File: src/rtl/rstseq_pkg.sv
package rstseq_pkg;
  typedef enum logic [1:0] {
    PH_ACTIVE = 2'd0,
    PH_DELAY  = 2'd1,
    PH_FETCH  = 2'd2,
    PH_RUN    = 2'd3
  } phase_e;

  typedef enum logic [1:0] {
    CAUSE_NONE  = 2'd0,
    CAUSE_PAD   = 2'd1,
    CAUSE_POWER = 2'd2,
    CAUSE_DROP  = 2'd3
  } cause_e;
endpackage

File: src/rtl/rstseq_pad_sync.sv
// Asynchronous capture of a low pad level with clocked two-stage release.
module rstseq_pad_sync (
  input  logic clk_i,
  input  logic rst_i,
  input  logic pin_n_i,
  output logic req_o
);
  logic stage_q;

  always_ff @(posedge clk_i or negedge pin_n_i) begin
    if (!pin_n_i) begin
      stage_q <= 1'b1;
      req_o   <= 1'b1;
    end else if (rst_i) begin
      stage_q <= 1'b0;
      req_o   <= 1'b0;
    end else begin
      stage_q <= 1'b0;
      req_o   <= stage_q;
    end
  end
endmodule

File: src/rtl/rstseq_filter.sv
// Two-flop synchroniser followed by a stability filter of LEN cycles.
module rstseq_filter #(
  parameter int LEN = 4
) (
  input  logic clk_i,
  input  logic rst_i,
  input  logic raw_i,
  output logic filt_o
);
  localparam int CW = (LEN > 1) ? $clog2(LEN) : 1;

  logic [1:0] sync_q;

  always_ff @(posedge clk_i) begin
    if (rst_i) sync_q <= 2'b11;
    else       sync_q <= {sync_q[0], raw_i};
  end

  generate
    if (LEN <= 1) begin : g_direct
      always_ff @(posedge clk_i) begin
        if (rst_i) filt_o <= 1'b1;
        else       filt_o <= sync_q[1];
      end
    end else begin : g_count
      logic [CW-1:0] run_q;
      always_ff @(posedge clk_i) begin
        if (rst_i) begin
          filt_o <= 1'b1;
          run_q  <= '0;
        end else if (sync_q[1] == filt_o) begin
          run_q  <= '0;
        end else if (run_q == CW'(LEN - 1)) begin
          filt_o <= sync_q[1];
          run_q  <= '0;
        end else begin
          run_q  <= run_q + 1'b1;
        end
      end
    end
  endgenerate
endmodule

File: src/rtl/rstseq_drive.sv
// Minimum-width pad pull-down timer, retriggerable.
module rstseq_drive #(
  parameter int WIDTH_CYC = 8
) (
  input  logic clk_i,
  input  logic rst_i,
  input  logic start_i,
  output logic busy_o
);
  localparam int CW = $clog2(WIDTH_CYC + 1);

  logic [CW-1:0] left_q;

  always_ff @(posedge clk_i) begin
    if (rst_i || start_i)   left_q <= CW'(WIDTH_CYC);
    else if (left_q != '0)  left_q <= left_q - 1'b1;
  end

  assign busy_o = (left_q != '0);
endmodule

File: src/rtl/rstseq_fsm.sv
// Phase sequencer: active, delay, one-cycle fetch, run.
module rstseq_fsm
  import rstseq_pkg::*;
#(
  parameter int DLY_SHORT = 256,
  parameter int DLY_LONG  = 4096
) (
  input  logic   clk_i,
  input  logic   rst_i,
  input  logic   hold_i,
  input  logic   dly_long_i,
  output phase_e phase_o
);
  localparam int DMAX = (DLY_LONG > DLY_SHORT) ? DLY_LONG : DLY_SHORT;
  localparam int CW   = (DMAX > 1) ? $clog2(DMAX) : 1;

  logic [CW-1:0] cnt_q;
  logic          long_q;
  logic [CW-1:0] last_cnt;

  assign last_cnt = long_q ? CW'(DLY_LONG - 1) : CW'(DLY_SHORT - 1);

  always_ff @(posedge clk_i) begin
    if (rst_i) begin
      phase_o <= PH_ACTIVE;
      cnt_q   <= '0;
      long_q  <= 1'b0;
    end else if (hold_i) begin
      phase_o <= PH_ACTIVE;
      cnt_q   <= '0;
    end else begin
      case (phase_o)
        PH_ACTIVE: begin
          phase_o <= PH_DELAY;
          cnt_q   <= '0;
          long_q  <= dly_long_i;
        end
        PH_DELAY: begin
          if (cnt_q == last_cnt) phase_o <= PH_FETCH;
          else                   cnt_q   <= cnt_q + 1'b1;
        end
        PH_FETCH: phase_o <= PH_RUN;
        default:  phase_o <= PH_RUN;
      endcase
    end
  end
endmodule

File: src/rtl/rstseq_top.sv
module rstseq_top
  import rstseq_pkg::*;
#(
  parameter int PIN_MIN_CYC = 8,
  parameter int FILT_CYC    = 4,
  parameter int DLY_SHORT   = 256,
  parameter int DLY_LONG    = 4096
) (
  input  logic       clk_i,
  input  logic       rst_i,
  input  logic       pin_n_i,
  output logic       pin_drv_n_o,
  input  logic       vdd_under_lo_i,
  input  logic       vdd_under_hi_i,
  input  logic       dly_long_i,
  output logic       sys_rst_o,
  output logic       vec_fetch_o,
  output logic [1:0] cause_o
);
  localparam int NSUP = 2;

  logic            pad_req, pad_req_q;
  logic [NSUP-1:0] sup_raw, sup_filt;
  logic            lv_q, lv_rise, pad_rec, drv_busy, hold;
  cause_e          cause_q;
  phase_e          phase;

  rstseq_pad_sync u_pad (
    .clk_i  (clk_i),
    .rst_i  (rst_i),
    .pin_n_i(pin_n_i),
    .req_o  (pad_req)
  );

  assign sup_raw = {vdd_under_hi_i, vdd_under_lo_i};

  generate
    for (genvar g = 0; g < NSUP; g++) begin : g_sup
      rstseq_filter #(.LEN(FILT_CYC)) u_filt (
        .clk_i (clk_i),
        .rst_i (rst_i),
        .raw_i (sup_raw[g]),
        .filt_o(sup_filt[g])
      );
    end
  endgenerate

  // A pad edge counts only when the block is not pulling the pad itself.
  assign lv_rise = sup_filt[0] & ~lv_q;
  assign pad_rec = pad_req & ~pad_req_q & ~lv_q & ~drv_busy;

  always_ff @(posedge clk_i) begin
    if (rst_i) begin
      pad_req_q <= 1'b1;
      lv_q      <= 1'b1;
      cause_q   <= CAUSE_POWER;
    end else begin
      pad_req_q <= pad_req;
      if (sup_filt[0])       lv_q <= 1'b1;
      else if (!sup_filt[1]) lv_q <= 1'b0;
      if (lv_rise)           cause_q <= CAUSE_DROP;
      else if (pad_rec)      cause_q <= CAUSE_PAD;
    end
  end

  rstseq_drive #(.WIDTH_CYC(PIN_MIN_CYC)) u_drive (
    .clk_i  (clk_i),
    .rst_i  (rst_i),
    .start_i(pad_rec | lv_rise),
    .busy_o (drv_busy)
  );

  assign hold = pad_req | drv_busy | lv_q;

  rstseq_fsm #(.DLY_SHORT(DLY_SHORT), .DLY_LONG(DLY_LONG)) u_fsm (
    .clk_i     (clk_i),
    .rst_i     (rst_i),
    .hold_i    (hold),
    .dly_long_i(dly_long_i),
    .phase_o   (phase)
  );

  assign pin_drv_n_o = ~(drv_busy | lv_q);
  assign sys_rst_o   = pad_req | (phase != PH_RUN);
  assign vec_fetch_o = (phase == PH_FETCH);
  assign cause_o     = cause_q;
endmodule

File: config.mk
export PLATFORM = sky130hd
export DESIGN_NAME = rstseq_top
export DESIGN_NICKNAME = d
export VERILOG_FILES = /design/src/rtl/rstseq_pkg.sv /design/src/rtl/rstseq_pad_sync.sv /design/src/rtl/rstseq_filter.sv /design/src/rtl/rstseq_drive.sv /design/src/rtl/rstseq_fsm.sv /design/src/rtl/rstseq_top.sv
export SDC_FILE = /design/constraint.sdc
export NUM_CORES = 1
export LEC_CHECK = 0
export ABC_CLOCK_PERIOD_IN_PS = 5550
export CELL_PAD_IN_SITES_DETAIL_PLACEMENT = 1
export CELL_PAD_IN_SITES_GLOBAL_PLACEMENT = 1
export CORE_MARGIN = 2
export CORE_UTILIZATION = 44
export CTS_CLUSTER_SIZE = 20
export DETAILED_ROUTE_END_ITERATION = 10
export DONT_BUFFER_PORTS = 1
export GPL_TIMING_DRIVEN = 1
export PLACE_DENSITY_LB_ADDON = 0.1
export SYNTH_ARGS = -nofsm -noshare
export SYNTH_HDL_FRONTEND = slang
export SYNTH_SLANG_ARGS = --single-unit
File: constraint.sdc
create_clock -name clk_i -period 5.55 [get_ports clk_i]
set_input_delay 1.11 -clock clk_i [delete_from_list [all_inputs] [get_ports clk_i]]
set_output_delay 1.11 -clock clk_i [all_outputs]
set_load 0.03 [all_outputs]
Word level (Yosys, flattened, before mapping)
Index checks and enable logic that the tools add are counted.

Add/sub/neg operators: 4. Muxes and demuxes: 8. Reductions and logical operators: 14. Order comparisons: 0. Equal/unequal tests: 10. Multipliers: 0. Shift operators: 0. Divide/modulo/power cells: 0. Bitwise logic cells: 16.

Operators with widths (number): $mux 12 (2); $pmux 12 s2 (1); $add 12x1->12 const B (1); $eq 12x12->1 (1); $reduce_and 2->1 (4); $not 1->1 (7); $eq 2x2->1 const B (3); $reduce_or 2->1 (3); $reduce_or 3->1 (2); $or 1x1->1 (5); $add 2x1->2 const B (2); $and 1x1->1 (4); $ne 2x2->1 const B (2); $pmux 2 s2 (1); $reduce_bool 2->1 (2); $reduce_bool 4->1 (1); $sub 4x1->4 const B (1); $mux 1 (3); $eq 1x1->1 (2); $eq 2x1->1 const B (1); $logic_not 2->1 (1); $mux 2 (1); $ne 2x1->1 const B (1); $logic_or 1x1->1 (1).

Memory bits (read-only): 0. Memories: 0. Latch bits: 0. Register bits after elaboration: 35. RAM bits: 0. Word-level logic and storage cells: 68.

Longest topological paths before layout
Gate-level depths: netlist (run 1).

Depth in word-level cells: 6. Mapped depth: 9. Mapped depth without buffers: 9.

By module
A second synthesis (run 1) with hierarchy kept.

Cells, all modules: 164. Area total of the unflattened synthesis: 1630.3 µm².

Modules (own cells, without submodules): rstseq_fsm (seq. area each 300.3 µm², times used 1, area each 829.5 µm², cells an instance 96); rstseq_filter (seq. area each 100.1 µm², times used 2, area each 171.4 µm², cells an instance 13); rstseq_drive (seq. area each 80.1 µm², times used 1, area each 214.0 µm², cells an instance 20); rstseq_top (seq. area each 80.1 µm², times used 1, area each 173.9 µm², cells an instance 18); rstseq_pad_sync (seq. area each 52.6 µm², times used 1, area each 70.1 µm², cells an instance 4).

Worst setup path before layout (run 1)
Ideal clock, no wire load.

Path type: reg2out. From: reg u_drive.left_q[0]. To: out pin_drv_n_o. Buffers on the path: 0. Stages on the path, launching flop included: 6. Setup slack: 3.338 ns. Required time: 4.440 ns. Data arrival time: 1.102 ns. Cells stage by stage: dfxtp_1 -> inv_1 -> ha_1 -> nor3b_4 -> nand2b_1 -> inv_2.

Word-level cells in the longest chain between the ends: 3.

RTL lines: start, declared (line rstseq_drive.sv:12) `logic [CW-1:0] left_q;`; start signal, assigned (line rstseq_drive.sv:15) `if (rst_i || start_i) left_q <= CW'(WIDTH_CYC);`; start signal, assigned (line rstseq_drive.sv:16) `else if (left_q != '0) left_q <= left_q - 1'b1;`; $reduce_bool 4->1 (line rstseq_drive.sv:19) `assign busy_o = (left_q != '0);`; $or 1x1->1 (line rstseq_top.sv:83) `assign pin_drv_n_o = ~(drv_busy | lv_q);`; $not 1->1 (line rstseq_top.sv:83); end, declared (line rstseq_top.sv:12) `output logic pin_drv_n_o,`.

No other way between the ends.

Worst setup path in the final report (run 1)
Same ends and word-level chain as after synthesis.

==> results of run 1 <==
## Yosys cell counts (2+ instances only)
cell	n	area (µm²)
a211o_1	5	43.8
a211o_2	6	60.1
a21oi_1	6	30.0
and3_1	9	56.3
and4_1	2	17.5
dfstp_2	2	52.6
dfxtp_1	33	661
ha_1	5	62.6
inv_1	7	26.3
nand2_1	8	30.0
nand2b_1	2	12.5
nand3_1	4	20.0
nand4_1	2	12.5
nor2_1	15	56.3
nor2b_1	8	50.1
nor3_1	5	25.0
nor4_1	6	37.5
o21ai_0	2	10.0
or2_2	6	37.5
or3_1	3	18.8
xnor2_1	3	26.3
## kinds of logic (layout without fill, tap and decap cells)
logic type	Yosys count	in the layout	synth area share [%]
AOI/OAI and AO/OA	27	27	13.7
other	1	1	0.242
buffers and inverters	12	16	3.55
DFF	35	35	46.0
and+or+nand+nor	76	76	28.0
xor gates and xnor gates	3	3	1.69
adders and majority gates	5	5	4.03
muxes	3	3	2.82
## state kept, by name, indices dropped and copies added (netlist names), 2 cells and up
name / cells
g_sup.u_filt.filt_o: 2
u_fsm.phase_o: 2
g_sup.u_filt.sync_q: 4
u_fsm.cnt_q: 12
g_sup.u_filt.g_count.run_q: 4
u_drive.left_q: 4
cause_o: 2
## cell type report
type / count / area (µm²)
clock buffer: 6 / 41.3
clock inverter: 2 / 37.5
fill: 415 / 1700
inverter: 8 / 30.0
multi-input combinational: 115 / 783
sequential: 35 / 713
tap: 46 / 57.6
## per-stage QoR
step | instances | utilization (%) | setup WS, ns | cell area, µm² | total power, mW
after floorplan | 162 | - | 3.34 | 1550 | 0.348
after global placement | 204 | 47.1 | 3.24 | 1580 | 0.356
after detailed placement | 204 | 47.1 | 3.16 | 1580 | 0.366
after CTS | 212 | 49.4 | 2.74 | 1660 | 0.550
after global routing | 212 | 49.4 | 2.62 | 1660 | 0.575
final | 212 | 49.4 | 2.77 | 1660 | 0.542
## worst reg2reg max path, stage by stage (launching register included)
cell	delay [ns]
dfxtp_1	0.33
inv_1	0.12
ha_1	0.22
nor3b_4	0.29
nand2b_1	0.16
inv_2	0.21
nand3_1	0.30
a21oi_2	0.33
and3_1	0.20
a211o_2	0.09
## power by group through the flow
stage               sequential (mW)  combinational [mW]  clock [mW]
CTS                           0.285              0.0763       0.189
floorplan                     0.287              0.0609           0
global placement              0.289              0.0670           0
detailed placement            0.291              0.0754           0
finish                        0.285              0.0747       0.183
global route                  0.288              0.0877       0.199
## layer usage
| layer | global-route usage [%] | vias up | wire length (µm) | part of all wire, % |
|---|---|---|---|---|
| met5 | 0 | - | 0 | 0 |
| met4 | 7.34 | 0 | 42 | 1.3 |
| met3 | 5.71 | 4 | 124 | 4.0 |
| met2 | 28.2 | 15 | 1490 | 48 |
| met1 | 22.7 | 544 | 1470 | 47 |
| li1 | - | 579 | - | - |
## path summary, 6_finish.rpt
path	cells past startpoint	end
setup / recovery	5	pin_drv_n_o
hold / removal	1	g_sup[1].u_filt.sync_q[1]$_SDFF_PP1_
setup reg to reg	9	u_fsm.cnt_q[7]$_SDFFE_PP0P_
hold reg to reg	1	g_sup[1].u_filt.sync_q[1]$_SDFF_PP1_
max in group asynchronous	0	u_pad.req_o$_DFF_PN1_
min in group asynchronous	0	u_pad.stage_q$_DFF_PN1_
==> out/qor.yml, run 1 <==
outcome: "finished clean"
switching_share_pct: 26.1
synth.yosys.seq_area_share_pct: 46.0
period_minus_slack_ns: 2.78
io-pin-count: 11
clock_root_buffer: "clkbuf_4"
tritoncts: "done"
finalClockSkew_ns: 0.0174
crit_type: "reg -> out"
wire_per_inst_um: 14.7
track_usage_pct: 17.9
worstPathMaxFanout: 5
synthCells: 162
drt_iter0_drc: 45
fin_worst_hold_slack_ns: 0.418
post_synthesis_instance_area_um2: 1550
globalRoute.totalOverflow: 0
post_route_cells_drive_above_1_share_pct: 18.1
power_report.internal_total_mw: 0.400
area_of_the_die_um2: 4020
finalSetupViolations: 0
start_kind: "register"
detail_placement_hpwl_mm: 2.32
timing.hold.worst.start: "g_sup[1].u_filt.sync_q[0]$_SDFF_PP1_"
cp-startpoint: "u_drive.left_q[0]$_SDFFE_PP0P_"
most_common_cell_after_layout_fill_and_taps_aside: "dfxtp_1"
timing.reg2reg.setup_slack_ns: 3.24
port_buffers: 0
postSynthNetCount: 173
cts_setup_buffers: 0
num_rows: 21
grt_setup_unrepaired: "false"
fin_setup_tns_ns: 0
cp_top_family: "simple AND/OR/NAND/NOR gates"
clk_transition_reported_paths_ns: 0.12
cp_data_arrival_time_ns: 1.67
layout.nets: 176
cp.buffers_inverters: 2
critPathSlowestCell: "dfxtp_1"
worst_setup_path_end_kind: "output port"
clock.fmax_mhz: 360
grt_max_degree: 17
ant_nets: 0
grt_pass1_wl_mm: 5.49
async_reset_ff_share_pct: 5.71
r2r-start: "u_drive.left_q[0]$_SDFFE_PP0P_"
ant_cells: 0
antenna_violations_before_repair: 0
start_util_pct: 46.1
drt-pass1-iter-count: 4
finalHoldViolations: 0
peakVddDrop_v: 0.000144
worstMarginPinSlew_ns: 0.542
net_switching_mw: 0.142
report.final.slew_viol_count: 0
postSynthRegisterBits: 35
mostFrequentLayoutCells: "dfxtp_1 (33), nor2_1 (15), and3_1 (9)"
wirelength_mm: 3.13
clock_insertion_delay_worst_skew_ns: 0.34
synthesis.area_per_instance_um2: 9.58
ctsHoldBuffers: 0
seqPwrFrac_pct: 52.5
comb_power_share_pct: 13.8
cp.required_ns: 4.44
clk_path_buf_depth: 2
crit_chain: "inv_1, ha_1, nor3b_4, nand2b_1, inv_2"
timing.max_cap.violations: 0
synth_top_flop_cell: "dfxtp_1"
via_count_of_the_first_global_routing_pass: 1146
yosysWarnings: 0
cts_num_sinks: 35
worst_slew_margin_rel_pct: 63.7
gp_routability_congestion: 0.785
die_w_um: 63.4
cts_resized: 0
power.clock.fraction_pct: 33.7
die-height_um: 63.4
clock_tree.htree_level_count: 2
num_vias: 1142
power.static_leakage_nw: 0.681
hp-class: "reg -> reg"
pd_cells_nw_per_um2: 326
core_area_um2: 3360
drt-vias-per-instance: 5.39
drc_errors: 0
cp_slowest_stage_delay_ns: 0.33
p_r_area_growth_vs_syn_pct: 7.18
synth_edf_count: 0
numCtsBuffers: 5
fin_crit_sh_pct: 50.0
ys_types: 44
(Power assumes the default switching activity.)
==> run 2, diff against run 1 <==
Settings changed: ABC_AREA from default to 1, ABC_CLOCK_PERIOD_IN_PS 5550 to 2400, CORE_UTILIZATION 44 to 41.
Clock period 5.55 ns to 2.4 ns, I/O delays scaled along.
==> out/qor.yml, run 2 <==
outcome: "finished clean"
clk_transition_reported_paths_ns: 0.07
hp-class: "in -> async"
synth_top_cell_area_share_pct: 40.1
cts_resized: 0
synth_xor_area_share_pct: 2.13
multiInputGateArea_um2: 795
grt_max_degree: 12
topRoutingLayerUsed: "met4"
ctsHoldBuffers: 0
pd_cells_nw_per_um2: 660
post_synthesis_instance_area_um2: 1650
worst_setup_path_end_kind: "output port"
ant_nets: 0
wirelength_mm: 3.26
num_rows: 23
synthCells: 221
finalSetupViolations: 0
synth_simple_gate_area_share_pct: 35.8
grt_pass1_wl_mm: 5.53
dp_worst_slack_ns: 0.730
switching_share_pct: 25.9
drt_iter0_drc: 40
fin_worst_hold_slack_ns: 0.0342
drc_errors: 0
numCtsBuffers: 5
wl_met3_um: 135
met2_length_mm: 1.62
finalClockSkew_ns: 0.00536
net_switching_mw: 0.308
num_vias: 1321
postSynthNetCount: 232
clock.fmax_mhz: 560
core_area_um2: 3940
timing.max_cap.violations: 0
die_w_um: 67.4
crit_chain: "inv_1, ha_1, nand2_2, nor2_1, buf_4"
antenna_violations_before_repair: 0
critPathSlowestCell: "dfxtp_1"
area_of_the_die_um2: 4540
finalHoldViolations: 0
nFillCells: 507
ys_types: 29
worstPathMaxFanout: 6
max_reg_flops: 12
synthAdderAreaFrac_pct: 3.80
fin_crit_sh_pct: 74.4
layout.nets: 239
ff_latch_area_um2: 713
gp_routability_congestion: 0.727
cts_setup_buffers: 0
netlist_top_cells_area: "dfxtp_1 (40%), nand2_1 (13%), inv_1 (6.8%), nor2_1 (5.2%), nand3_1 (4.6%)"
power_report.internal_total_mw: 0.880
drt-met1-wl_mm: 1.46
cts_num_sinks: 35
start_kind: "register"
crit_type: "reg -> out"
clock_tree.htree_level_count: 2
detail_placement_hpwl_mm: 2.62
report.final.slew_viol_count: 0
period_minus_slack_ns: 1.79
timing.reg2reg.setup_slack_ns: 0.76
synthTopCellsByCount: "nand2_1 (59), dfxtp_1 (33), inv_1 (30), nor2_1 (23), nand3_1 (15)"
regMostFlops: "u_fsm.cnt_q"
start_util_pct: 41.8
peakVddDrop_v: 0.000445
power.static_leakage_nw: 0.864
util_after_layout_pct: 45.6
seqPwrFrac_pct: 53.9
yosysWarnings: 0
clock_insertion_delay_worst_skew_ns: 0.28
tritoncts: "done"
worstMarginPinSlew_ns: 0.538
clock_root_buffer: "clkbuf_8"
mostFrequentLayoutCells: "nand2_1 (59), dfxtp_1 (33), inv_1 (30)"
cp_data_arrival_time_ns: 1.31
grt_setup_unrepaired: "false"
ant_cells: 0
post_route_cells_drive_above_1_share_pct: 16.6
track_usage_pct: 16.7
clk_path_buf_depth: 2
cp.required_ns: 1.92
cp_slowest_stage_delay_ns: 0.35
postLayoutSetupSlackWorst_ns: 0.614
async_reset_ff_share_pct: 5.71
synth.area.mux_share_pct: 0
synthesis.area_per_instance_um2: 7.46
die-height_um: 67.4
worst_slew_margin_rel_pct: 64.0
cp.buffers_inverters: 2
power.clock.fraction_pct: 34.4
wire_per_inst_um: 11.7
fin_setup_tns_ns: 0
drt-vias-per-instance: 4.73
synth_area_leader_cell: "dfxtp_1"
synth-compound-area-share_pct: 6.30
post-synth-top-count-cell: "nand2_1"
via_count_of_the_first_global_routing_pass: 1295
io-pin-count: 11
comb_power_share_pct: 11.8
synth_top_family_by_area: "simple AND/OR/NAND/NOR gates"
synth_edf_count: 0
synth_top_flop_cell: "dfxtp_1"
most_common_cell_after_layout_fill_and_taps_aside: "nand2_1"
p_r_area_growth_vs_syn_pct: 9.19
postSynthRegisterBits: 35
p_total_mw: 1.19
drt-pass1-iter-count: 4
cp_top_family: "flip-flops"
synth.yosys.seq_area_share_pct: 43.3
port_buffers: 0
globalRoute.totalOverflow: 0
==> run 2: cell count changes in the layout (fill, tap and decap cells not counted), sizes merged, moves of 6 or more <==
cell / change
nor2b: -8
nand2: +60
nand3: +12
a211o: -11
nor2: +12
nor4: -6
and3: -9
inv: +27
==> run 2: kinds of logic after synthesis <==
family,Yosys count
simple gates,122
buf+inv,37
flops,35
compound gates,17
fa+ha+maj,5
xor+xnor,4
other cells,1
==> run 2: final timing paths <==
check,startpoint,end,cells after the start
min,pin_n_i,u_pad.stage_q$_DFF_PN1_,0
min in group clk_i,rst_i,u_pad.req_o$_DFF_PN1_,1
max reg2reg,u_drive.left_q[0]$_SDFFE_PP0P_,u_drive.left_q[2]$_SDFFE_PP0P_,10
max,u_drive.left_q[0]$_SDFFE_PP0P_,pin_drv_n_o,5
max in group asynchronous,pin_n_i,u_pad.req_o$_DFF_PN1_,0
min reg2reg,g_sup[1].u_filt.sync_q[0]$_SDFF_PP1_,g_sup[1].u_filt.sync_q[1]$_SDFF_PP1_,1
==> run 2: metal layers <==
metal,global-route usage (%),vias up
met5,0,-
met4,5.36,0
met3,6.50,5
met2,29.3,12
met1,18.4,610
li1,-,694
==> run 2: cell type report <==
class                      instances  share of cell area, %
sequential                        35                   39.6
multi-input combinational        149                   44.2
clock inverter                     2                  0.695
timing repair buffer               1                  0.417
clock buffer                       6                   4.03
inverter                          36                   7.58
tap                               50                   3.48
==> run 2: per-stage QoR <==
| stage | std cells | instance area, µm² |
|---|---|---|
| after detailed placement | 271 | 1710 |
| final | 279 | 1800 |
| after global routing | 279 | 1800 |
| after global placement | 271 | 1710 |
| after CTS | 279 | 1800 |
| after floorplan | 221 | 1650 |
==> run 2: power groups by stage <==
stage               clock [mW]  combinational [mW]  sequential, mW
detailed placement           0               0.139           0.653
CTS                      0.430               0.143           0.640
global route             0.461               0.165           0.645
global placement             0               0.130           0.651
finish                   0.408               0.140           0.640
floorplan                    0               0.119           0.648
==> run 3, diff against run 2 <==
Settings changed: ABC_CLOCK_PERIOD_IN_PS 2400 to 1860, CORE_UTILIZATION 41 to 44.
Clock period 2.4 ns to 1.86 ns, I/O delays scaled along.
==> out/qor.yml, run 3 (same netlist as run 2, synthesis figures left out) <==
clock_insertion_delay_worst_skew_ns: 0.29
cp.required_ns: 1.49
crit_type: "reg -> out"
track_usage_pct: 19.1
die-height_um: 65.2
layoutNonFillerInstCount: 278
cts_resized: 0
place.detailed.instances: 269
cp_data_arrival_time_ns: 1.35
drc_errors: 0
power_report.internal_total_mw: 1.18
finalSetupViolations: 0
tritoncts: "done"
worst_r2r_path_depth: 10
timing.hold.worst.start: "rst_i"
regMostFlops: "u_fsm.cnt_q"
wire_per_inst_um: 12.1
net_switching_mw: 0.419
r2r-start: "u_drive.left_q[0]$_SDFFE_PP0P_"
hold_path_end: "u_pad.req_o$_DFF_PN1_"
nFillCells: 482
finalHoldViolations: 0
mostFrequentLayoutCells: "nand2_1 (59), dfxtp_1 (33), inv_1 (30)"
switching_share_pct: 26.3
area_of_the_die_um2: 4250
worst_r2r_endpoint: "u_fsm.cnt_q[7]$_SDFFE_PP0P_"
clock_root_buffer: "clkbuf_8"
clk_path_buf_depth: 2
clk_transition_reported_paths_ns: 0.08
worstPathMaxFanout: 6
p_r_area_growth_vs_syn_pct: 10.5
clock_tree.htree_level_count: 2
worst_slew_margin_rel_pct: 64.3
cts_setup_buffers: 0
grt_max_degree: 13
hp-class: "in -> reg"
start_kind: "register"
num_vias: 1348
clock.fmax_mhz: 581
power.static_leakage_nw: 0.874
ant_nets: 0
fin_setup_tns_ns: 0
util_after_layout_pct: 50.1
layout.nets: 240
via_count_of_the_first_global_routing_pass: 1466
core_area_um2: 3630
most_common_cell_after_layout_fill_and_taps_aside: "nand2_1"
antenna_violations_before_repair: 0
postLayoutSetupSlackWorst_ns: 0.139
seqPwrFrac_pct: 51.8
start_util_pct: 45.4
drt-pass1-iter-count: 4
report.final.slew_viol_count: 0
wirelength_mm: 3.38
ant_cells: 0
timing.reg2reg.setup_slack_ns: 0.22
gp_routability_congestion: 0.789
outcome: "finished clean"
cts_num_sinks: 35
num_rows: 22
io-pin-count: 11
drt_iter0_drc: 28
p_total_mw: 1.60
drt-vias-per-instance: 4.85
pd_cells_nw_per_um2: 877
dp_worst_slack_ns: 0.223
peakVddDrop_v: 0.000566
post_route_cells_drive_above_1_share_pct: 17.0
max_reg_flops: 12
globalRoute.totalOverflow: 0
worstMarginPinSlew_ns: 0.533
comb_power_share_pct: 11.1
detail_placement_hpwl_mm: 2.71
finalClockSkew_ns: 0.00673
timing.max_cap.violations: 0
power.clock.fraction_pct: 37.1
fin_crit_sh_pct: 92.5
numCtsBuffers: 5
worst_setup_path_end_kind: "output port"
grt_setup_unrepaired: "false"
timing.hold.worst_path_depth: 1
die_w_um: 65.2
port_buffers: 0
grt_pass1_wl_mm: 6.33
period_minus_slack_ns: 1.72
run 3: cell types whose count changed in the layout (fill, tap and decap cells not counted):
cell / previous run / this run
clkinv_2: 2 / 1
clkbuf_8: 5 / 6
clkinv_4: 0 / 1
clkbuf_1: 1 / 0
dlygate4sd3_1: 0 / 1
run 3: how the worst max path moves through the flow:
stage	cells after the start	from	end
floorplan	9	u_drive.left_q[0]$_SDFFE_PP0P_	u_drive.left_q[2]$_SDFFE_PP0P_
detailed placement	10	u_drive.left_q[0]$_SDFFE_PP0P_	u_fsm.cnt_q[7]$_SDFFE_PP0P_
global route	5	u_drive.left_q[0]$_SDFFE_PP0P_	pin_drv_n_o
global placement	10	u_drive.left_q[0]$_SDFFE_PP0P_	u_fsm.cnt_q[8]$_SDFFE_PP0P_
finish	5	u_drive.left_q[0]$_SDFFE_PP0P_	pin_drv_n_o
CTS	5	u_drive.left_q[0]$_SDFFE_PP0P_	pin_drv_n_o
run 3: area by class of cell:
class | instances | area [µm²] | share of cell area (%)
multi-input combinational | 149 | 795 | 43.6
sequential | 35 | 713 | 39.2
inverter | 36 | 136 | 7.49
clock buffer | 6 | 82.6 | 4.54
tap | 48 | 60.1 | 3.30
timing repair buffer | 2 | 17.5 | 0.962
clock inverter | 2 | 16.3 | 0.893
run 3: timing repair:
action,in CTS,in global routing
hold endpoints to repair,2,0
setup endpoints to repair,0,0
hold buffers,1,0
run 3: power by group through the flow:
stage	Combinational, mW	Clock [mW]	Sequential [mW]
3_3_place_gp	0.166	0	0.840
4_1_cts	0.183	0.608	0.827
6_report	0.177	0.592	0.827
5_1_grt	0.207	0.635	0.831
2_1_floorplan	0.153	0	0.836
3_5_place_dp	0.179	0	0.845
run 3: critical path, cell delays in order, from the launching register on:
cell and delay, ns:
dfxtp_1 0.36, inv_1 0.09, ha_1 0.21, nand2_2 0.15, nor2_1 0.07, buf_4 0.18
run 3: layer usage:
layer | vias up | GRT usage, % | routed length [µm]
met5 | - | 0 | 0
met2 | 13 | 35.7 | 1740
li1 | 690 | - | -
met4 | 0 | 6.25 | 34
met1 | 642 | 20.8 | 1510
met3 | 3 | 5.14 | 95
run 3: metrics by stage:
stage | cell area, µm² | hold WS (ns)
final | 1820 | 0.104
after CTS | 1820 | 0.0950
after detailed placement | 1710 | 0.224
after global routing | 1820 | 0.0939
after global placement | 1710 | 0.224
after floorplan | 1650 | 0.224
